File: src/rtl/acc_alu_pkg.sv
package acc_alu_pkg;

  localparam int NIB_W = 4;

  typedef enum logic [2:0] {
    OP_ADD  = 3'd0,
    OP_ADC  = 3'd1,
    OP_DEC  = 3'd2,
    OP_ASL  = 3'd3,
    OP_ASR  = 3'd4,
    OP_DAA  = 3'd5,
    OP_RSV6 = 3'd6,
    OP_RSV7 = 3'd7
  } acc_op_e;

  typedef struct packed {
    logic h;
    logic n;
    logic z;
    logic v;
    logic c;
  } ccr_t;

endpackage

File: src/rtl/acc_adder.sv
module acc_adder
  import acc_alu_pkg::*;
#(
  parameter int W = 8
) (
  input  logic [W-1:0] a,
  input  logic [W-1:0] b,
  input  logic         cin,
  output logic [W-1:0] sum,
  output logic         c_out,
  output logic         h_out,
  output logic         v_out
);

  logic [W:0]     full;
  logic [NIB_W:0] low;

  // Low-nibble sum gives the half carry; full sum gives the carry.
  assign low   = {1'b0, a[NIB_W-1:0]} + {1'b0, b[NIB_W-1:0]} + {{NIB_W{1'b0}}, cin};
  assign full  = {1'b0, a} + {1'b0, b} + {{W{1'b0}}, cin};
  assign sum   = full[W-1:0];
  assign c_out = full[W];
  assign h_out = low[NIB_W];
  // Signed overflow: operands agree in sign, result disagrees.
  assign v_out = (a[W-1] == b[W-1]) && (full[W-1] != a[W-1]);

endmodule

File: src/rtl/acc_shifter.sv
module acc_shifter #(
  parameter int W = 8
) (
  input  logic [W-1:0] a,
  input  logic         to_right,
  output logic [W-1:0] res,
  output logic         c_out
);

  always_comb begin
    if (to_right) begin
      res   = {a[W-1], a[W-1:1]};
      c_out = a[0];
    end else begin
      res   = {a[W-2:0], 1'b0};
      c_out = a[W-1];
    end
  end

endmodule

File: src/rtl/acc_decadj.sv
module acc_decadj
  import acc_alu_pkg::*;
#(
  parameter int W = 8
) (
  input  logic [W-1:0] a,
  input  logic         h_in,
  input  logic         c_in,
  output logic [W-1:0] res,
  output logic         c_out
);

  localparam logic [NIB_W-1:0] DIGIT_MAX = NIB_W'(9);
  localparam logic [NIB_W-1:0] FIX       = NIB_W'(6);

  logic [NIB_W-1:0] lo_dig, hi_dig;
  logic             lo_fix, hi_fix;
  logic [W-1:0]     corr;

  assign lo_dig = a[NIB_W-1:0];
  assign hi_dig = a[W-1 -: NIB_W];

  assign lo_fix = h_in || (lo_dig > DIGIT_MAX);
  assign hi_fix = c_in || (hi_dig > DIGIT_MAX) ||
                  ((hi_dig == DIGIT_MAX) && (lo_dig > DIGIT_MAX));

  assign corr  = {(hi_fix ? FIX : '0), (lo_fix ? FIX : '0)};
  assign res   = a + corr;
  // Carry is sticky: only ever raised here.
  assign c_out = c_in | hi_fix;

endmodule

File: src/rtl/acc_alu.sv
module acc_alu
  import acc_alu_pkg::*;
#(
  parameter int DATA_W = 8
) (
  input  logic              clk,
  input  logic              rst_n,
  input  logic              op_valid,
  output logic              op_ready,
  input  logic [2:0]        op_sel,
  input  logic [DATA_W-1:0] operand,
  output logic [DATA_W-1:0] acc_out,
  output logic [4:0]        flags_out
);

  localparam logic [DATA_W-1:0] MIN_NEG = {1'b1, {(DATA_W-1){1'b0}}};
  localparam logic [DATA_W-1:0] ONE     = DATA_W'(1);

  logic [DATA_W-1:0] acc_q, acc_d;
  ccr_t              ccr_q, ccr_d;
  logic              ready_q;
  logic              take;
  acc_op_e           op_e;

  assign op_e = acc_op_e'(op_sel);
  assign take = op_valid && ready_q;

  // Adder path
  logic [DATA_W-1:0] add_sum;
  logic              add_c, add_h, add_v;

  acc_adder #(.W(DATA_W)) u_adder (
    .a     (acc_q),
    .b     (operand),
    .cin   ((op_e == OP_ADC) && ccr_q.c),
    .sum   (add_sum),
    .c_out (add_c),
    .h_out (add_h),
    .v_out (add_v)
  );

  // Shift path
  logic [DATA_W-1:0] sh_res;
  logic              sh_c;

  acc_shifter #(.W(DATA_W)) u_shift (
    .a        (acc_q),
    .to_right (op_e == OP_ASR),
    .res      (sh_res),
    .c_out    (sh_c)
  );

  // Decimal adjust path
  logic [DATA_W-1:0] daa_res;
  logic              daa_c;

  acc_decadj #(.W(DATA_W)) u_decadj (
    .a     (acc_q),
    .h_in  (ccr_q.h),
    .c_in  (ccr_q.c),
    .res   (daa_res),
    .c_out (daa_c)
  );

  // Decrement path
  logic [DATA_W-1:0] dec_res;
  assign dec_res = acc_q - ONE;

  always_comb begin
    acc_d = acc_q;
    ccr_d = ccr_q;
    if (take) begin
      unique case (op_e)
        OP_ADD, OP_ADC: begin
          acc_d   = add_sum;
          ccr_d.h = add_h;
          ccr_d.c = add_c;
          ccr_d.v = add_v;
        end
        OP_DEC: begin
          acc_d   = dec_res;
          ccr_d.v = (acc_q == MIN_NEG);
        end
        OP_ASL, OP_ASR: begin
          acc_d   = sh_res;
          ccr_d.c = sh_c;
          ccr_d.v = sh_res[DATA_W-1] ^ sh_c;
        end
        OP_DAA: begin
          acc_d   = daa_res;
          ccr_d.c = daa_c;
        end
        default: ;
      endcase
      if (op_e != OP_RSV6 && op_e != OP_RSV7) begin
        ccr_d.n = acc_d[DATA_W-1];
        ccr_d.z = (acc_d == '0);
      end
    end
  end

  always_ff @(posedge clk or negedge rst_n) begin
    if (!rst_n) begin
      acc_q   <= '0;
      ccr_q   <= '0;
      ready_q <= 1'b0;
    end else begin
      acc_q   <= acc_d;
      ccr_q   <= ccr_d;
      ready_q <= 1'b1;
    end
  end

  assign acc_out   = acc_q;
  assign flags_out = ccr_q;
  assign op_ready  = ready_q;

  // Assertions guarding the update rules
  assert_hold_idle_R9: assert property (@(posedge clk) disable iff (!rst_n)
    (!take || op_e == OP_RSV6 || op_e == OP_RSV7) |=> $stable(acc_out) && $stable(flags_out));

  assert_add_sum_R2: assert property (@(posedge clk) disable iff (!rst_n)
    (take && op_e == OP_ADD) |=> acc_out == DATA_W'($past(acc_out) + $past(operand)));

  assert_zero_flag_R3: assert property (@(posedge clk) disable iff (!rst_n)
    (take && op_e != OP_RSV6 && op_e != OP_RSV7) |=>
      (flags_out[2] == (acc_out == '0)) && (flags_out[3] == acc_out[DATA_W-1]));

  assert_dec_v_R5: assert property (@(posedge clk) disable iff (!rst_n)
    (take && op_e == OP_DEC) |=> flags_out[1] == ($past(acc_out) == MIN_NEG));

  assert_dec_keeps_c_R5: assert property (@(posedge clk) disable iff (!rst_n)
    (take && op_e == OP_DEC) |=> (flags_out[0] == $past(flags_out[0])) &&
                                 (flags_out[4] == $past(flags_out[4])));

  assert_shift_v_R6: assert property (@(posedge clk) disable iff (!rst_n)
    (take && (op_e == OP_ASL || op_e == OP_ASR)) |=> flags_out[1] == (flags_out[3] ^ flags_out[0]));

  assert_daa_c_sticky_R7: assert property (@(posedge clk) disable iff (!rst_n)
    (take && op_e == OP_DAA && flags_out[0]) |=> flags_out[0]);

endmodule

File: config.mk
export PLATFORM = sky130hd
export DESIGN_NAME = acc_alu
export DESIGN_NICKNAME = d
export VERILOG_FILES = /design/src/rtl/acc_alu_pkg.sv /design/src/rtl/acc_adder.sv /design/src/rtl/acc_shifter.sv /design/src/rtl/acc_decadj.sv /design/src/rtl/acc_alu.sv
export SDC_FILE = /design/constraint.sdc
export NUM_CORES = 1
export LEC_CHECK = 0
export BUFFER_PORTS_ARGS = -buffer_cell sky130_fd_sc_hd__buf_2
export CAP_MARGIN = 30
export CELL_PAD_IN_SITES_DETAIL_PLACEMENT = 0
export CELL_PAD_IN_SITES_GLOBAL_PLACEMENT = 1
export CORE_UTILIZATION = 41
export CTS_CLUSTER_SIZE = 40
export DETAILED_ROUTE_END_ITERATION = 16
export PLACE_DENSITY_LB_ADDON = 0.08
export RECOVER_POWER = 25
export SYNTH_ARGS = -nofsm -noshare
export SYNTH_HDL_FRONTEND = slang
export SYNTH_HIERARCHICAL = 1
export SYNTH_SLANG_ARGS = --single-unit
export TNS_END_PERCENT = 100
File: constraint.sdc
create_clock -name clk -period 7.6 [get_ports clk]
set_input_delay 0.38 -clock clk [delete_from_list [all_inputs] [get_ports clk]]
set_output_delay 0.38 -clock clk [all_outputs]
set_load 0.005 [all_outputs]
==> flow_metrics.py, run 1 <==
metrics = {
    "clock_network": {
        "clockBufferDepth": 2,
        "clk_pin_slew_ns": 0.06,
        "cts.sinks": 14,
        "cts_root_buffer": "clkbuf_8",
        "postCtsHoldBufs": 0,
        "postCtsResizedCells": 0,
        "cts_tree": "built",
        "h-tree-depth": 1,
        "clk_latency_ns": 0.24,
        "cts_setup_buffers": 0,
        "cts_buffers": 3,
    },
    "synthesis": {
        "async_flop_share_pct": 100,
        "synth_area_mm2": 0.00182,
        "ys.flop_type": "dfrtp_1",
        "netlist_instances": 210,
        "synth.distinct_cells": 53,
        "synth_warnings": 6,
        "mappedNetlistNets": 239,
        "synth-edff-count": 0,
        "synth.ff_latch_count": 14,
        "syn_area_per_cell_um2": 8.69,
        "yosysSeqAreaShare_pct": 19.2,
    },
    "finish": {
        "final_cell_mix": "buf_2 (26), nor2_1 (18), a21oi_1 (15), dfrtp_1 (14), nand2_1 (13)",
        "fillCellCount": 413,
        "diodes": 0,
        "final_common_cell": "buf_2",
        "nNetsFinal": 264,
        "area_growth_pct": 10.8,
        "drive_gt1_share_pct": 24.8,
    },
    "power": {
        "irDropWorstVdd_v": 0.000144,
        "leakagePower_nw": 0.889,
        "powerDensity_mw_per_mm2": 302,
    },
    "global_route": {
        "grt.overflow.total": 0,
        "grt_pass1_vias": 1652,
        "grt_max_degree": 23,
        "antenna_found_initial": 0,
        "grtUsageTotal_pct": 23.3,
        "grt_pass1_wl_um": 8130,
    },
    "die": {
        "start_util_pct": 44.0,
        "ios": 28,
        "rows": 23,
        "die_width_um": 68.7,
        "core_area_mm2": 0.00414,
        "dieArea_mm2": 0.00472,
        "dieHeight_um": 68.7,
    },
    "route": {
        "drtAntennaViolNets": 0,
        "drc": 0,
        "drt-wirelength-per-cell_um": 18.1,
        "vias": 1716,
        "detail_route.first_pass.iterations": 4,
        "viasPerCell": 6.04,
        "routed_wl_um": 5150,
        "drt_iter0_markers": 121,
    },
    "timing": {
        "skew_ns": 0.00132,
        "fmax_ghz": 0.308,
        "report.final.setup_viol": 0,
        "slew_violations": 0,
        "min_period_ns": 3.25,
        "relSlewSlack_pct": 48.1,
        "hold_viol_final": 0,
        "worst_pin_slew_ns": 0.779,
        "rsz0062_at_grt": "false",
        "timing.setup.tns_ns": 0,
        "worst_slack_ns": 4.35,
        "period_share_pct": 42.8,
    },
    "outcome": {
        "status": "finished, final reports clean",
    },
    "worst_setup_path": {
        "critPathBufInv": 0,
        "max_stage_delay_ns": 0.58,
        "endpoint_kind": "register",
        "cp_max_fo": 13,
        "worst_setup_path_start_kind": "register",
        "crit_chain": "o21ai_0 > nand2b_1 > ha_1 > fa_1 > a41o_1 > a21oi_2 > xnor2_1 > a22oi_1 > o221ai_1 > a21oi_1 > nor4b_2 > a22o_1",
        "worst-endpoint-arrival_ns": 3.43,
        "critical_path_class": "register to register",
        "crit_family": "compound AO/OA/AOI/OAI gates",
        "cp.required_ns": 7.78,
        "slowest_stage": "dfrtp_1",
    },
    "placed_design": {
        "gp_congestion": 0.859,
        "place_hpwl_um": 3870,
        "io_buffers": 27,
        "place_ws_ns": 4.19,
    },
    "min_path": {
        "holdCritPathClass": "input pin to async pin",
    },
    "flow_run": {
        "drv_cap": 0,
    },
}
-- kinds of logic after synthesis --
logic type | Yosys count | synth area share [%]
mux | 11 | 8.57
simple gates | 57 | 16.6
compound gates | 77 | 29.9
other cells | 1 | 0.206
fa+ha+maj | 15 | 11.5
flops | 14 | 19.2
buf+inv | 18 | 5.83
xor+xnor | 17 | 8.16
-- routing by layer --
metal	track usage [%]	part of all wire, %	vias to the layer above
met4	2.81	0.60	0
met3	4.11	3.3	5
li1	-	-	829
met1	32.5	50	849
met5	0	0	-
met2	38.5	46	33
-- Yosys cell counts, types with 3 or more instances --
master / count / area (µm²)
mux2_4: 9 / 135
a21oi_2: 5 / 43.8
dfrtp_1: 14 / 350
nand2_1: 13 / 48.8
a21o_1: 3 / 22.5
a221oi_1: 3 / 26.3
fa_1: 3 / 60.1
nand3_1: 4 / 20.0
buf_6: 4 / 45.0
a22oi_1: 6 / 45.0
inv_1: 7 / 26.3
a21oi_1: 15 / 75.1
a22o_1: 5 / 43.8
buf_2: 4 / 20.0
o22a_1: 3 / 26.3
xnor2_1: 10 / 87.6
nand2b_1: 3 / 18.8
nor2b_1: 3 / 18.8
o21ai_1: 4 / 20.0
a32o_1: 3 / 30.0
o22ai_1: 6 / 37.5
ha_1: 12 / 150
o21ai_0: 10 / 50.1
nor2_1: 18 / 67.6
xor2_1: 7 / 61.3
-- through the flow --
step / cells / area, µm² / power (W) / hold WS [ns] / util [%]
after floorplan: 210 / 1820 / 0.000428 / 0.0844 / -
after detailed placement: 279 / 1960 / 0.000537 / 0.298 / 47.2
after CTS: 283 / 2010 / 0.000612 / 0.0329 / 48.6
after global placement: 279 / 1960 / 0.000535 / 0.290 / 47.2
after global routing: 284 / 2020 / 0.000664 / 0.249 / 48.8
final: 284 / 2020 / 0.000611 / 0.188 / 48.8
-- final timing paths --
| kind | endpoint | depth (start not counted) | startpoint | slack, ns |
|---|---|---|---|---|
| worst max-delay path | flags_out[2]$_DFFE_PN0P_ | 12 | acc_out[2]$_DFFE_PN0P_ | 4.35 |
| worst min-delay path | op_ready$_DFF_PN0_ | 1 | rst_n | 0.19 |
| worst max register to register | flags_out[2]$_DFFE_PN0P_ | 12 | acc_out[2]$_DFFE_PN0P_ | 4.35 |
| worst min register to register | flags_out[3]$_DFFE_PN0P_ | 2 | flags_out[3]$_DFFE_PN0P_ | 0.50 |
| max in group asynchronous | acc_out[4]$_DFFE_PN0P_ | 1 | rst_n | 6.93 |
| min in group clk | flags_out[3]$_DFFE_PN0P_ | 2 | flags_out[3]$_DFFE_PN0P_ | 0.50 |
-- cell type report --
type	instances	area, µm²	share of cell area (%)
clock buffer	4	55.1	2.72
inverter	9	33.8	1.67
multi-input combinational	178	1370	67.6
sequential	14	350	17.3
tap	50	62.6	3.09
timing repair buffer	29	153	7.55
-- sequential cells by signal, indices dropped and copies added (netlist names) --
signal	flops
flags_out	5
acc_out	8
op_ready	1
-- report_power, final --
part | internal [W] | switching [W] | leakage, nW
Clock | 0.0000459 | 0.0000263 | 0.0288
Combinational | 0.000187 | 0.000192 | 0.692
Sequential | 0.0000947 | 0.0000645 | 0.168
Total | 0.000328 | 0.000283 | 0.889
Power figures use the tool's default switching activity.
==> inputs of run 2 (changes only) <==
ABC_AREA = 1   (was unset)
CORE_UTILIZATION = 36   (was 41)
clock period = 2.7 ns   (was 7.6 ns; I/O delays follow)
==> flow_metrics.py, run 2 <==
metrics = {
    "timing": {
        "skew_ns": 0.00255,
        "worst_pin_slew_ns": 0.909,
        "rsz0062_at_grt": "false",
        "hold_viol_final": 0,
        "timing.setup.tns_ns": 0,
        "slew_violations": 0,
        "report.final.setup_viol": 0,
        "relSlewSlack_pct": 39.4,
        "period_share_pct": 92.6,
        "fmax_ghz": 0.400,
        "min_period_ns": 2.50,
    },
    "finish": {
        "regArea_um2": 350,
        "final_cell_mix": "nand2_1 (112), inv_1 (40), nor2_1 (32), buf_2 (26), nand3_1 (24)",
        "nNetsFinal": 388,
        "diodes": 0,
        "fillCellCount": 522,
        "final_common_cell": "nand2_1",
        "drive_gt1_share_pct": 19.0,
        "design_area_mm2": 0.00224,
        "multiInputGateArea_mm2": 0.00133,
        "largest_reg_flops": 8,
        "area_growth_pct": 20.1,
    },
    "synthesis": {
        "async_flop_share_pct": 100,
        "mappedNetlistNets": 344,
        "synth_area_mm2": 0.00186,
        "syn_area_per_cell_um2": 5.92,
        "ys.flop_type": "dfrtp_1",
        "yosysMostFrequentCell": "nand2_1",
        "netlist_instances": 315,
        "synth_area_leader_cell": "nand2_1",
        "synthTopCellsByCount": "nand2_1 (112), inv_1 (40), nor2_1 (33)",
        "synth.area.top_cells": "nand2_1 (23%), dfrtp_1 (19%), ha_1 (8.1%), inv_1 (8.1%), nor2_1 (6.6%)",
        "synth-edff-count": 0,
        "synth_warnings": 6,
        "yosysSeqAreaShare_pct": 18.8,
        "synth.distinct_cells": 32,
        "synth.top_cell.area_share_pct": 22.6,
        "synth.ff_latch_count": 14,
    },
    "global_route": {
        "grt_pass1_wl_um": 9820,
        "antenna_found_initial": 0,
        "grt_max_degree": 15,
        "grt_pass1_vias": 1901,
        "grtUsageTotal_pct": 24.4,
        "grt.overflow.total": 0,
    },
    "outcome": {
        "status": "finished, final reports clean",
    },
    "route": {
        "drt_iter0_markers": 183,
        "drtAntennaViolNets": 0,
        "drt-wirelength-per-cell_um": 14.5,
        "routed_wl_um": 6160,
        "detail_route.first_pass.iterations": 4,
        "viasPerCell": 4.98,
        "drc": 0,
        "vias": 2115,
    },
    "worst_setup_path": {
        "max_stage_delay_ns": 0.41,
        "critPathBufInv": 1,
        "critical_path_class": "register to register",
        "crit_family": "simple AND/OR/NAND/NOR gates",
        "slowest_stage": "dfrtp_1",
        "worst_setup_path_start_kind": "register",
        "worst-endpoint-arrival_ns": 2.69,
        "cp.required_ns": 2.89,
        "endpoint_kind": "register",
        "crit_chain": "inv_1 > nor3_2 > fa_2 > fa_2 > nand3_1 > nand2_2 > nand2_1 > a21o_1 > nand2_1 > nand2_1 > nand2_1 > nor2_1 > nand2_1 > nor2_1 > nand2_1 > nor2_1 > nand2_1 > nand2_1",
        "cp_max_fo": 4,
        "timing.critical_path.mode_cell": "nand2_1",
    },
    "clock_network": {
        "cts_buffers": 3,
        "cts_tree": "built",
        "clk_latency_ns": 0.25,
        "h-tree-depth": 1,
        "cts_root_buffer": "clkbuf_8",
        "clk_pin_slew_ns": 0.07,
        "clockBufferDepth": 2,
        "cts.sinks": 14,
    },
    "die": {
        "dieArea_mm2": 0.00547,
        "rows": 25,
        "dieHeight_um": 74.0,
        "ios": 28,
        "start_util_pct": 38.5,
        "die_width_um": 74.0,
        "core_area_mm2": 0.00485,
    },
    "power": {
        "irDropWorstVdd_v": 0.000334,
        "leakagePower_nw": 1.24,
        "powerDensity_mw_per_mm2": 799,
    },
    "min_path": {
        "holdCritPathClass": "input pin to register",
    },
    "placed_design": {
        "place_area_mm2": 0.00216,
        "io_buffers": 27,
        "place_hpwl_um": 4920,
        "gp_congestion": 0.912,
    },
    "flow_run": {
        "drv_cap": 0,
    },
}
run 2: changes by cell type in the layout (fill, tap and decap cells not counted), sizes merged, moves of 10 or more:
cell,previous run,this run
nor2,19,37
mux2,10,0
buf,28,40
nand3,4,26
nand2,15,117
inv,9,46
run 2: metal layers:
layer	wire, µm	vias to the layer above	global-route usage [%]
li1	-	1096	-
met1	2870	937	33.5
met2	2800	72	39.8
met3	381	10	4.47
met4	110	0	5.77
met5	0	-	0
run 2: logic make-up after synthesis:
group | synth area share (%)
other | 0.201
AO/OA/AOI/OAI | 11.1
buffers and inverters | 10.7
AND/OR/NAND/NOR | 44.3
flip-flops | 18.8
XOR/XNOR | 3.69
adder cells (fa/ha/maj) | 11.3
run 2: worst paths after layout:
kind | startpoint | endpoint | slack [ns] | cells after the start
worst max-delay path | flags_out[0]$_DFFE_PN0P_ | flags_out[2]$_DFFE_PN0P_ | 0.20 | 18
worst min-delay path | op_sel[0] | flags_out[0]$_DFFE_PN0P_ | 0.42 | 3
worst max register to register | flags_out[0]$_DFFE_PN0P_ | flags_out[2]$_DFFE_PN0P_ | 0.20 | 18
worst min register to register | flags_out[2]$_DFFE_PN0P_ | flags_out[2]$_DFFE_PN0P_ | 0.53 | 2
max in group asynchronous | rst_n | flags_out[0]$_DFFE_PN0P_ | 1.62 | 2
min in group asynchronous | rst_n | acc_out[5]$_DFFE_PN0P_ | 0.53 | 2
run 2: timing repair:
| item | 4_1_cts | 5_1_grt |
|---|---|---|
| endpoints found under the hold margin | 14 | 0 |
| setup buffers | 0 | 0 |
| hold buffers | 1 | 0 |
| endpoints found under the setup margin | 0 | 1 |
| resized for setup | 0 | 6 |
run 2: area by class of cell:
type,count,area share (%)
repair buffers,42,11.1
clock buffers,4,2.46
multi-input cells,252,59.3
flip-flops and latches,14,15.7
well taps,67,3.75
inverters,46,7.71
run 2: per-stage QoR:
| step | total power [W] | std cells | utilization, % | hold WS, ns | setup slack [ns] |
|---|---|---|---|---|---|
| after floorplan | 0.00112 | 315 | - | -0.161 | 0.265 |
| after global placement | 0.00155 | 420 | 44.6 | 0.0717 | 0.0698 |
| after detailed placement | 0.00155 | 420 | 44.6 | 0.0764 | 0.0797 |
| after CTS | 0.00178 | 425 | 45.9 | 0.334 | 0.0956 |
| after global routing | 0.00198 | 425 | 46.2 | 0.451 | 0.0166 |
| final | 0.00179 | 425 | 46.2 | 0.417 | 0.199 |
run 2: worst reg2reg max path: stages, from the launching register on:
cell     delay [ns]
dfrtp_1        0.41
inv_1          0.10
nor3_2         0.07
fa_2           0.36
fa_2           0.36
nand3_1        0.10
nand2_2        0.09
nand2_1        0.09
a21o_1         0.11
nand2_1        0.05
nand2_1        0.06
nand2_1        0.05
nor2_1         0.13
nand2_1        0.09
nor2_1         0.09
nand2_1        0.06
nor2_1         0.09
nand2_1        0.06
nand2_1        0.07
run 2: power breakdown:
group	switching [W]	leakage, nW	internal [W]
Combinational	0.000766	1.04	0.000480
Sequential	0.0000563	0.169	0.000268
Clock	0.0000881	0.0288	0.000130
==> inputs of run 3 (changes only) <==
CORE_ASPECT_RATIO = 1.1   (was unset)
CORE_UTILIZATION = 41   (was 36)
clock period = 3.2 ns   (was 2.7 ns; I/O delays follow)
==> flow_metrics.py, run 3 (synthesized netlist as in run 2, its figures left out) <==
metrics = {
    "power": {
        "seqPwrFrac_pct": 19.2,
        "powerDensity_mw_per_mm2": 667,
        "switching_share_pct": 51.0,
        "internal_power_w": 0.000708,
        "power_frac_comb_pct": 68.0,
        "clkPwrFrac_pct": 12.8,
        "power.switching_w": 0.000736,
        "irDropWorstVdd_v": 0.000226,
        "leakagePower_nw": 1.21,
    },
    "global_route": {
        "grt_pass1_wl_um": 9440,
        "antenna_found_initial": 0,
        "grt_max_degree": 15,
        "grtUsageTotal_pct": 26.4,
        "grt_pass1_vias": 1959,
        "grt.overflow.total": 0,
    },
    "finish": {
        "drive_gt1_share_pct": 16.5,
        "diodes": 0,
        "final_common_cell": "nand2_1",
        "nNetsFinal": 382,
        "largest_reg_flops": 8,
        "area_growth_pct": 16.1,
        "design_area_mm2": 0.00216,
        "layout.cells.non_filler": 406,
        "final_cell_mix": "nand2_1 (112), inv_1 (40), nor2_1 (33), buf_2 (26), nand3_1 (24)",
    },
    "timing": {
        "slew_violations": 0,
        "hold_viol_final": 0,
        "skew_ns": 0.00260,
        "fmax_ghz": 0.376,
        "worst_pin_slew_ns": 0.854,
        "rsz0062_at_grt": "false",
        "period_share_pct": 83.1,
        "report.final.setup_viol": 0,
        "timing.setup.tns_ns": 0,
        "min_period_ns": 2.66,
        "relSlewSlack_pct": 43.1,
    },
    "route": {
        "drt_iter0_markers": 133,
        "vias": 2089,
        "routed_wl_um": 5740,
        "drtAntennaViolNets": 0,
        "viasPerCell": 5.15,
        "drt-wirelength-per-cell_um": 14.1,
        "detail_route.first_pass.iterations": 4,
        "drc": 0,
    },
    "clock_network": {
        "clockBufferDepth": 2,
        "h-tree-depth": 1,
        "cts.sinks": 14,
        "cts_buffers": 3,
        "cts_setup_buffers": 0,
        "clk_latency_ns": 0.25,
        "clk_pin_slew_ns": 0.07,
        "cts_tree": "built",
        "cts_root_buffer": "clkbuf_8",
    },
    "worst_setup_path": {
        "cp.required_ns": 3.39,
        "critical_path_class": "register to register",
        "cp_max_fo": 9,
        "worst-endpoint-arrival_ns": 2.85,
        "worst_setup_path_start_kind": "register",
        "endpoint_kind": "register",
    },
    "die": {
        "core_area_mm2": 0.00432,
        "start_util_pct": 43.2,
        "ios": 28,
        "die_width_um": 66.3,
        "dieHeight_um": 72.7,
        "dieArea_mm2": 0.00482,
        "rows": 25,
    },
    "min_path": {
        "holdCritPathClass": "input pin to register",
    },
    "placed_design": {
        "dp.cells": 401,
        "place_hpwl_um": 4560,
        "gp_congestion": 0.866,
        "io_buffers": 27,
        "place_area_mm2": 0.00210,
    },
    "outcome": {
        "status": "finished, final reports clean",
    },
    "flow_run": {
        "drv_cap": 0,
    },
}
==> run 3: cell count changes in the layout (fill, tap and decap cells not counted) <==
cell,change
nor3_2,-1
buf_4,-6
o21ai_1,-2
nor2_1,+1
fa_1,+2
nor3_1,+1
fa_2,-2
nor2_2,-1
o21ai_0,+2
==> run 3: power groups by stage <==
stage	Combinational (W)	Clock, W	Sequential, W
finish	0.000982	0.000185	0.000278
detailed placement	0.000970	0	0.000281
floorplan	0.000630	0	0.000314
global route	0.00112	0.000192	0.000285
CTS	0.000978	0.000184	0.000278
global placement	0.000976	0	0.000281
==> run 3: layout make-up <==
| type | instances | area [µm²] |
|---|---|---|
| inverter | 46 | 173 |
| fill | 496 | 2150 |
| multi-input combinational | 252 | 1320 |
| timing repair buffer | 36 | 204 |
| tap | 54 | 67.6 |
| sequential | 14 | 350 |
| clock buffer | 4 | 55.1 |
==> run 3: metal layers <==
layer	global-route usage, %	routed length, µm	up-vias
met4	7.57	133	0
li1	-	-	1078
met1	36.0	2820	959
met5	0	0	-
met2	44.6	2640	40
met3	2.03	155	12
==> run 3: final timing paths <==
kind | from | to | slack, ns | cells past startpoint
max | acc_out[0]$_DFFE_PN0P_ | flags_out[2]$_DFFE_PN0P_ | 0.54 | 16
min | op_sel[2] | flags_out[4]$_DFFE_PN0P_ | 0.37 | 4
max reg2reg | acc_out[0]$_DFFE_PN0P_ | flags_out[2]$_DFFE_PN0P_ | 0.54 | 16
min reg2reg | flags_out[2]$_DFFE_PN0P_ | flags_out[2]$_DFFE_PN0P_ | 0.48 | 2
max in group asynchronous | rst_n | acc_out[0]$_DFFE_PN0P_ | 2.15 | 2
min in group asynchronous | rst_n | flags_out[1]$_DFFE_PN0P_ | 0.53 | 2
==> run 3: worst max-delay path, stage by stage, from the launching register on <==
cell and delay (ns):
dfrtp_1 0.50, fa_1 0.52, fa_1 0.42, nand3_1 0.11, nand2_2 0.10, nand2_1 0.09, a21o_1 0.11, nand2_1 0.05
nand2_1 0.06, nand2_1 0.06, nor2_1 0.11, nand2_1 0.08, nor2_1 0.08, nand2_1 0.06, nor2_1 0.13, nand2_1 0.07
nand2_1 0.06
==> run 3: through the flow <==
step                      util (%)  worst slack, ns  hold WS, ns  power (W)
final                         50.1            0.540        0.370    0.00144
after global routing          50.1            0.308        0.390    0.00160
after CTS                     50.2            0.551        0.359    0.00144
after detailed placement      48.7            0.499       0.0945    0.00125
after global placement        48.7            0.468       0.0943    0.00126
after floorplan                  -            0.765       -0.136   0.000944
==> run 3: what timing repair did <==
action | 4_1_cts | 5_1_grt
hold buffers | 1 | 0
gates resized for setup | 0 | 0
endpoints found under the hold margin | 14 | 0
